[config.mk]
export PLATFORM = sky130hd
export DESIGN_NAME = cfg_i2c_target
export DESIGN_NICKNAME = d
export VERILOG_FILES = /design/src/rtl/cfg_i2c_target.sv
export SDC_FILE = /design/constraint.sdc
export NUM_CORES = 1
export LEC_CHECK = 0
export CAP_MARGIN = 20
export CORE_MARGIN = 2
export CORE_UTILIZATION = 45
export CTS_CLUSTER_SIZE = 10
export DETAILED_ROUTE_END_ITERATION = 6
export PLACE_DENSITY = 0.66
export SYNTH_ARGS = -nofsm -noshare
export SYNTH_HDL_FRONTEND = slang
export SYNTH_SLANG_ARGS = --single-unit
[constraint.sdc]
create_clock -name clk -period 1.8 [get_ports clk]
set_clock_uncertainty 0.15 [all_clocks]
set_input_delay 0.18 -clock clk [delete_from_list [all_inputs] [get_ports clk]]
set_output_delay 0.18 -clock clk [all_outputs]
set_load 0.005 [all_outputs]
[src/rtl/cfg_i2c_target.sv]
module cfg_i2c_target #(
  parameter logic [6:0] DEV_ADDR = 7'h69,
  parameter int         NREG     = 6,
  parameter logic [7:0] LAST_RST = 8'h06
) (
  input  logic       clk,
  input  logic       rst_n,
  input  logic       scl_i,
  input  logic       sda_i,
  output logic       sda_pull_o,
  output logic [5:0] pair_en_o
);

  localparam int         PW      = $clog2(NREG + 3);
  localparam logic [PW-1:0] POS_MAX = PW'(NREG + 2);
  localparam logic [7:0] CNT_BYTE = 8'(NREG);

  typedef enum logic [2:0] {
    S_IDLE, S_ADDR, S_ACK, S_WDAT, S_RDAT, S_RACK, S_RNXT, S_IGN
  } st_t;

  st_t                  state;
  logic [2:0]           scl_sy, sda_sy;
  logic [3:0]           bitcnt;
  logic [7:0]           sh;
  logic [PW-1:0]        pos;
  logic                 rd;
  logic [NREG-1:0][7:0] regs;
  logic [7:0]           tx_next;

  wire scl_s = scl_sy[1];
  wire scl_q = scl_sy[2];
  wire sda_s = sda_sy[1];
  wire sda_q = sda_sy[2];

  wire rise    = scl_s & ~scl_q;
  wire fall    = ~scl_s & scl_q;
  wire start_c = scl_s & scl_q & sda_q & ~sda_s;
  wire stop_c  = scl_s & scl_q & ~sda_q & sda_s;

  always_comb begin
    tx_next = 8'hFF;
    if (pos == '0) tx_next = CNT_BYTE;
    for (int i = 0; i < NREG; i++)
      if (pos == PW'(i + 1)) tx_next = regs[i];
  end

  always_ff @(posedge clk) begin
    if (!rst_n) begin
      scl_sy     <= 3'b111;
      sda_sy     <= 3'b111;
      state      <= S_IDLE;
      sda_pull_o <= 1'b0;
      bitcnt     <= '0;
      sh         <= '0;
      pos        <= '0;
      rd         <= 1'b0;
      for (int i = 0; i < NREG; i++)
        regs[i] <= (i == NREG - 1) ? LAST_RST : 8'hFF;
    end else begin
      scl_sy <= {scl_sy[1:0], scl_i};
      sda_sy <= {sda_sy[1:0], sda_i};
      if (start_c) begin
        state      <= S_ADDR;
        bitcnt     <= '0;
        pos        <= '0;
        sda_pull_o <= 1'b0;
      end else if (stop_c) begin
        state      <= S_IDLE;
        sda_pull_o <= 1'b0;
      end else begin
        case (state)
          S_ADDR, S_WDAT: begin
            if (rise && bitcnt < 4'd8) begin
              sh     <= {sh[6:0], sda_s};
              bitcnt <= bitcnt + 4'd1;
            end else if (fall && bitcnt == 4'd8) begin
              bitcnt <= '0;
              if (state == S_ADDR) begin
                if (sh[7:1] == DEV_ADDR) begin
                  rd         <= sh[0];
                  state      <= S_ACK;
                  sda_pull_o <= 1'b1;
                end else begin
                  state <= S_IGN;
                end
              end else begin
                for (int i = 0; i < NREG; i++)
                  if (pos == PW'(i + 2)) regs[i] <= sh;
                if (pos != POS_MAX) pos <= pos + 1'b1;
                state      <= S_ACK;
                sda_pull_o <= 1'b1;
              end
            end
          end
          S_ACK: begin
            if (fall) begin
              bitcnt <= '0;
              if (rd) begin
                state      <= S_RDAT;
                sh         <= tx_next;
                sda_pull_o <= ~tx_next[7];
              end else begin
                state      <= S_WDAT;
                sda_pull_o <= 1'b0;
              end
            end
          end
          S_RDAT: begin
            if (rise) begin
              bitcnt <= bitcnt + 4'd1;
            end else if (fall) begin
              if (bitcnt == 4'd8) begin
                sda_pull_o <= 1'b0;
                state      <= S_RACK;
                if (pos != POS_MAX) pos <= pos + 1'b1;
              end else begin
                sh         <= {sh[6:0], 1'b0};
                sda_pull_o <= ~sh[6];
              end
            end
          end
          S_RACK: begin
            if (rise) state <= sda_s ? S_IDLE : S_RNXT;
          end
          S_RNXT: begin
            if (fall) begin
              sh         <= tx_next;
              sda_pull_o <= ~tx_next[7];
              bitcnt     <= '0;
              state      <= S_RDAT;
            end
          end
          default: ;
        endcase
      end
    end
  end

  assign pair_en_o = {regs[0][2], regs[0][0], regs[1][6],
                      regs[0][3], regs[0][6], regs[0][7]};

endmodule

==> run summary <==
status = finished, violations left
violated checks = setup timing
CP cell instances = inv_2 > ha_4 > and3b_2 > buf_8 > buf_4 > a21oi_4 > o31ai_4 > buf_4 > nor2_2 > a211oi_2
Root Driver = clkbuf_8
Die Area = 9870 um^2
Vias/cell = 5.70
non-filler cells, final = 646
top-count cell post-synth = nand2_1
crit start category = flip-flop
IO buf count = 10
switching part of the total = 23.8%
first-pass GRT wire length = 17600 um
Top cell by count, worst path = buf_4
maximum number of pins on one net before global-route repair = 51
CP Max Fanout = 6
area of the core = 8760 um^2
worst hold path startpoint = sda_i
worst skew pair latency = 0.36 ns
fmax = 521 MHz
GRT Resource Usage Total = 22.4%
critical path data arrival time = 2.04 ns
Yosys reg bits = 75
Req. time, crit path = 1.92 ns
crit path kind = reg2reg
H-Tree Level Count = 3
Most used DFF post-synth = dfxtp_1
via count = 3685
syn nets = 470
Max Slew Vio Count = 0
CTS clk-pin slew, worst paths = 0.08 ns
Yosys Warn Count = 0
DRT Pass-1 Iters = 5
Hold Path Stages = 2
remaining antenna violation count after routing = 0
setup TNS = -1.84 ns
Ports = 11
routed wire length = 11200 um
asr flop ratio synth = 0%
Switch Pwr = 0.746 mW
syn avg cell area = 8.89 um^2
number of inserted diodes = 0
Die X = 99.3 um
share of cells above drive strength 1 = 34.2%
Gate Count Post-Synth = 460
Final Cycle Share = 107%
Power Dens Cells = 568 nW/um^2
CTS tree = done
Synth area leader = dfxtp_1
Final min period = 1.92 ns
fin nets = 543
# rows = 34
DR WL/cell = 17.4 um
vias in the first global route = 3603
CTS Sinks = 75
LEAKAGE = 2.36 nW
grt ovf = 0
sequential share of power = 53.4%
Tot Pwr = 3.13 mW
Area contributors post-synth = dfxtp_1 37%, mux2i_1 11%, nand2_1 7.0%
final setup fails = 36
reg2reg end = state[2]
RSZ-0062 raised after global routing = yes
R2R Path Start = bitcnt[0]
placed insts = 610
synth unique cells = 71
Reg2Reg Depth = 10
Starting Density = 46.7%
drc violations = 0
slowest stage cell on the critical path = dfxtp_2
Clock power frac = 41.1%
post-synth top area share = 36.7%
Post-Synthesis Cell Area = 4090 um^2
R2R setup slack = -0.12 ns
Peak VDD IR = 317 uV
actual slew at the worst max-slew pin = 0.526 ns
max_cap viols = 0
Die Ht = 99.3 um
area grow syn2layout = 34.6%
Layout Utilization = 62.8%
final RePlAce weighted congestion = 0.866
top cells by count, synth = 76 x nand2_1, 75 x dfxtp_1, 45 x mux2i_1
Max-slew headroom = 64.6%
Post-synth EDFFs = 0
Combinational Power Share = 5.4%
hold crit path type = in2reg
hold endpoint = sda_sy[0]
initial DRC count = 232
slowest stage delay, CP = 0.33 ns
Final WS setup = -0.120 ns
TritonCTS Buffers = 9
initial antenna violation count = 0
sequential-to-total area share from yosys stat = 36.7%
DP HPWL = 7490 um
Final Hold Slack = 0.233 ns
crit end category = flip-flop
final hold vios = 0
clk buf depth = 2
Int Pwr = 2.38 mW
[layout by cell type (no fill, tap or decap), types with 7 or more instances in the layout]
| cell type | instances |
|---|---|
| nand2_1 | 74 |
| buf_4 | 74 |
| dfxtp_1 | 67 |
| mux2i_1 | 45 |
| nand2b_1 | 17 |
| nor2_1 | 15 |
| inv_1 | 14 |
| o21ai_0 | 13 |
| a21oi_1 | 10 |
| buf_6 | 10 |
| o21ai_1 | 9 |
| clkbuf_8 | 9 |
| clkdlybuf4s50_1 | 9 |
| buf_12 | 9 |
| a31oi_1 | 8 |
| o211ai_1 | 7 |
[critical path, delay by kind of cell (launching register included)]
| kind | cells | cell delay [ns] |
|---|---|---|
| AO/OA/AOI/OAI | 3 | 0.48 |
| flip-flops | 1 | 0.33 |
| adder cells (fa/ha/maj) | 1 | 0.12 |
| buffers and inverters | 4 | 0.52 |
| AND/OR/NAND/NOR | 2 | 0.23 |
[area by class of cell]
class	count	area, um^2
Clock buffer	10	128
Clock inverter	6	66.3
Fill cell	715	3260
Inverter	18	70.1
Multi-Input combinational cell	322	2570
Sequential cell	75	1520
Tap cell	108	135
Timing Repair Buffer	107	1020
[how the worst max path moves through the flow]
stage,startpoint,end,slack [ns],depth (start not counted)
global route,bitcnt[1],bitcnt[3],-0.21,8
global placement,pos[0],sh[6],-0.17,8
CTS,pos[1],sh[4],-0.13,7
detailed placement,pos[0],sh[5],-0.28,8
floorplan,bitcnt[0],bitcnt[3],-0.05,8
finish,bitcnt[0],state[2],-0.12,10
[power by group through the flow]
stage          logic [mW]  registers [mW]  clock network (mW)
6_report            0.170            1.67                1.29
5_1_grt             0.184            1.67                1.38
4_1_cts             0.163            1.67                1.32
3_5_place_dp        0.152            1.71                   0
3_3_place_gp        0.150            1.71                   0
2_1_floorplan      0.0935            1.71                   0
[stage by stage]
stage	cell area [um^2]	worst slack (ns)
after floorplan	4110	-0.0490
after global placement	4750	-0.168
after detailed placement	4750	-0.277
after CTS	5200	-0.126
after global routing	5510	-0.208
final	5510	-0.120
[registers in the layout, indices dropped and copies added (netlist names)]
register and count:
state 3, pair_en_o 6, bitcnt 4, sda_pull_o 1
rd 1, regs 42, scl_sy 3, pos 4
sda_sy 3, sh 8
[layer usage]
layer	part of all wire [%]	vias up	global-route usage, %
met5	0	-	0
met4	3.1	0	9.06
met3	5.1	35	4.99
li1	-	1771	-
met2	51	103	39.2
met1	41	1776	26.6
[timing repair]
action	in CTS	in global routing
endpoints found under the setup margin	67	68
gates cloned	0	2
pin swaps	34	25
hold endpoints to repair	3	0
hold buffers	1	0
buffers inserted	8	11
gates resized for setup	41	39
[cell families (layout without fill, tap and decap cells)]
| logic type | Yosys count | after routing | synth area share, % |
|---|---|---|---|
| adders and majority gates | 6 | 6 | 1.84 |
| xor gates and xnor gates | 4 | 4 | 0.856 |
| AOI/OAI and AO/OA | 95 | 95 | 17.4 |
| DFF | 75 | 75 | 36.7 |
| muxes | 45 | 45 | 11.0 |
| buffers and inverters | 63 | 141 | 8.04 |
| and+or+nand+nor | 172 | 172 | 24.1 |
(Power assumes the default switching activity.)
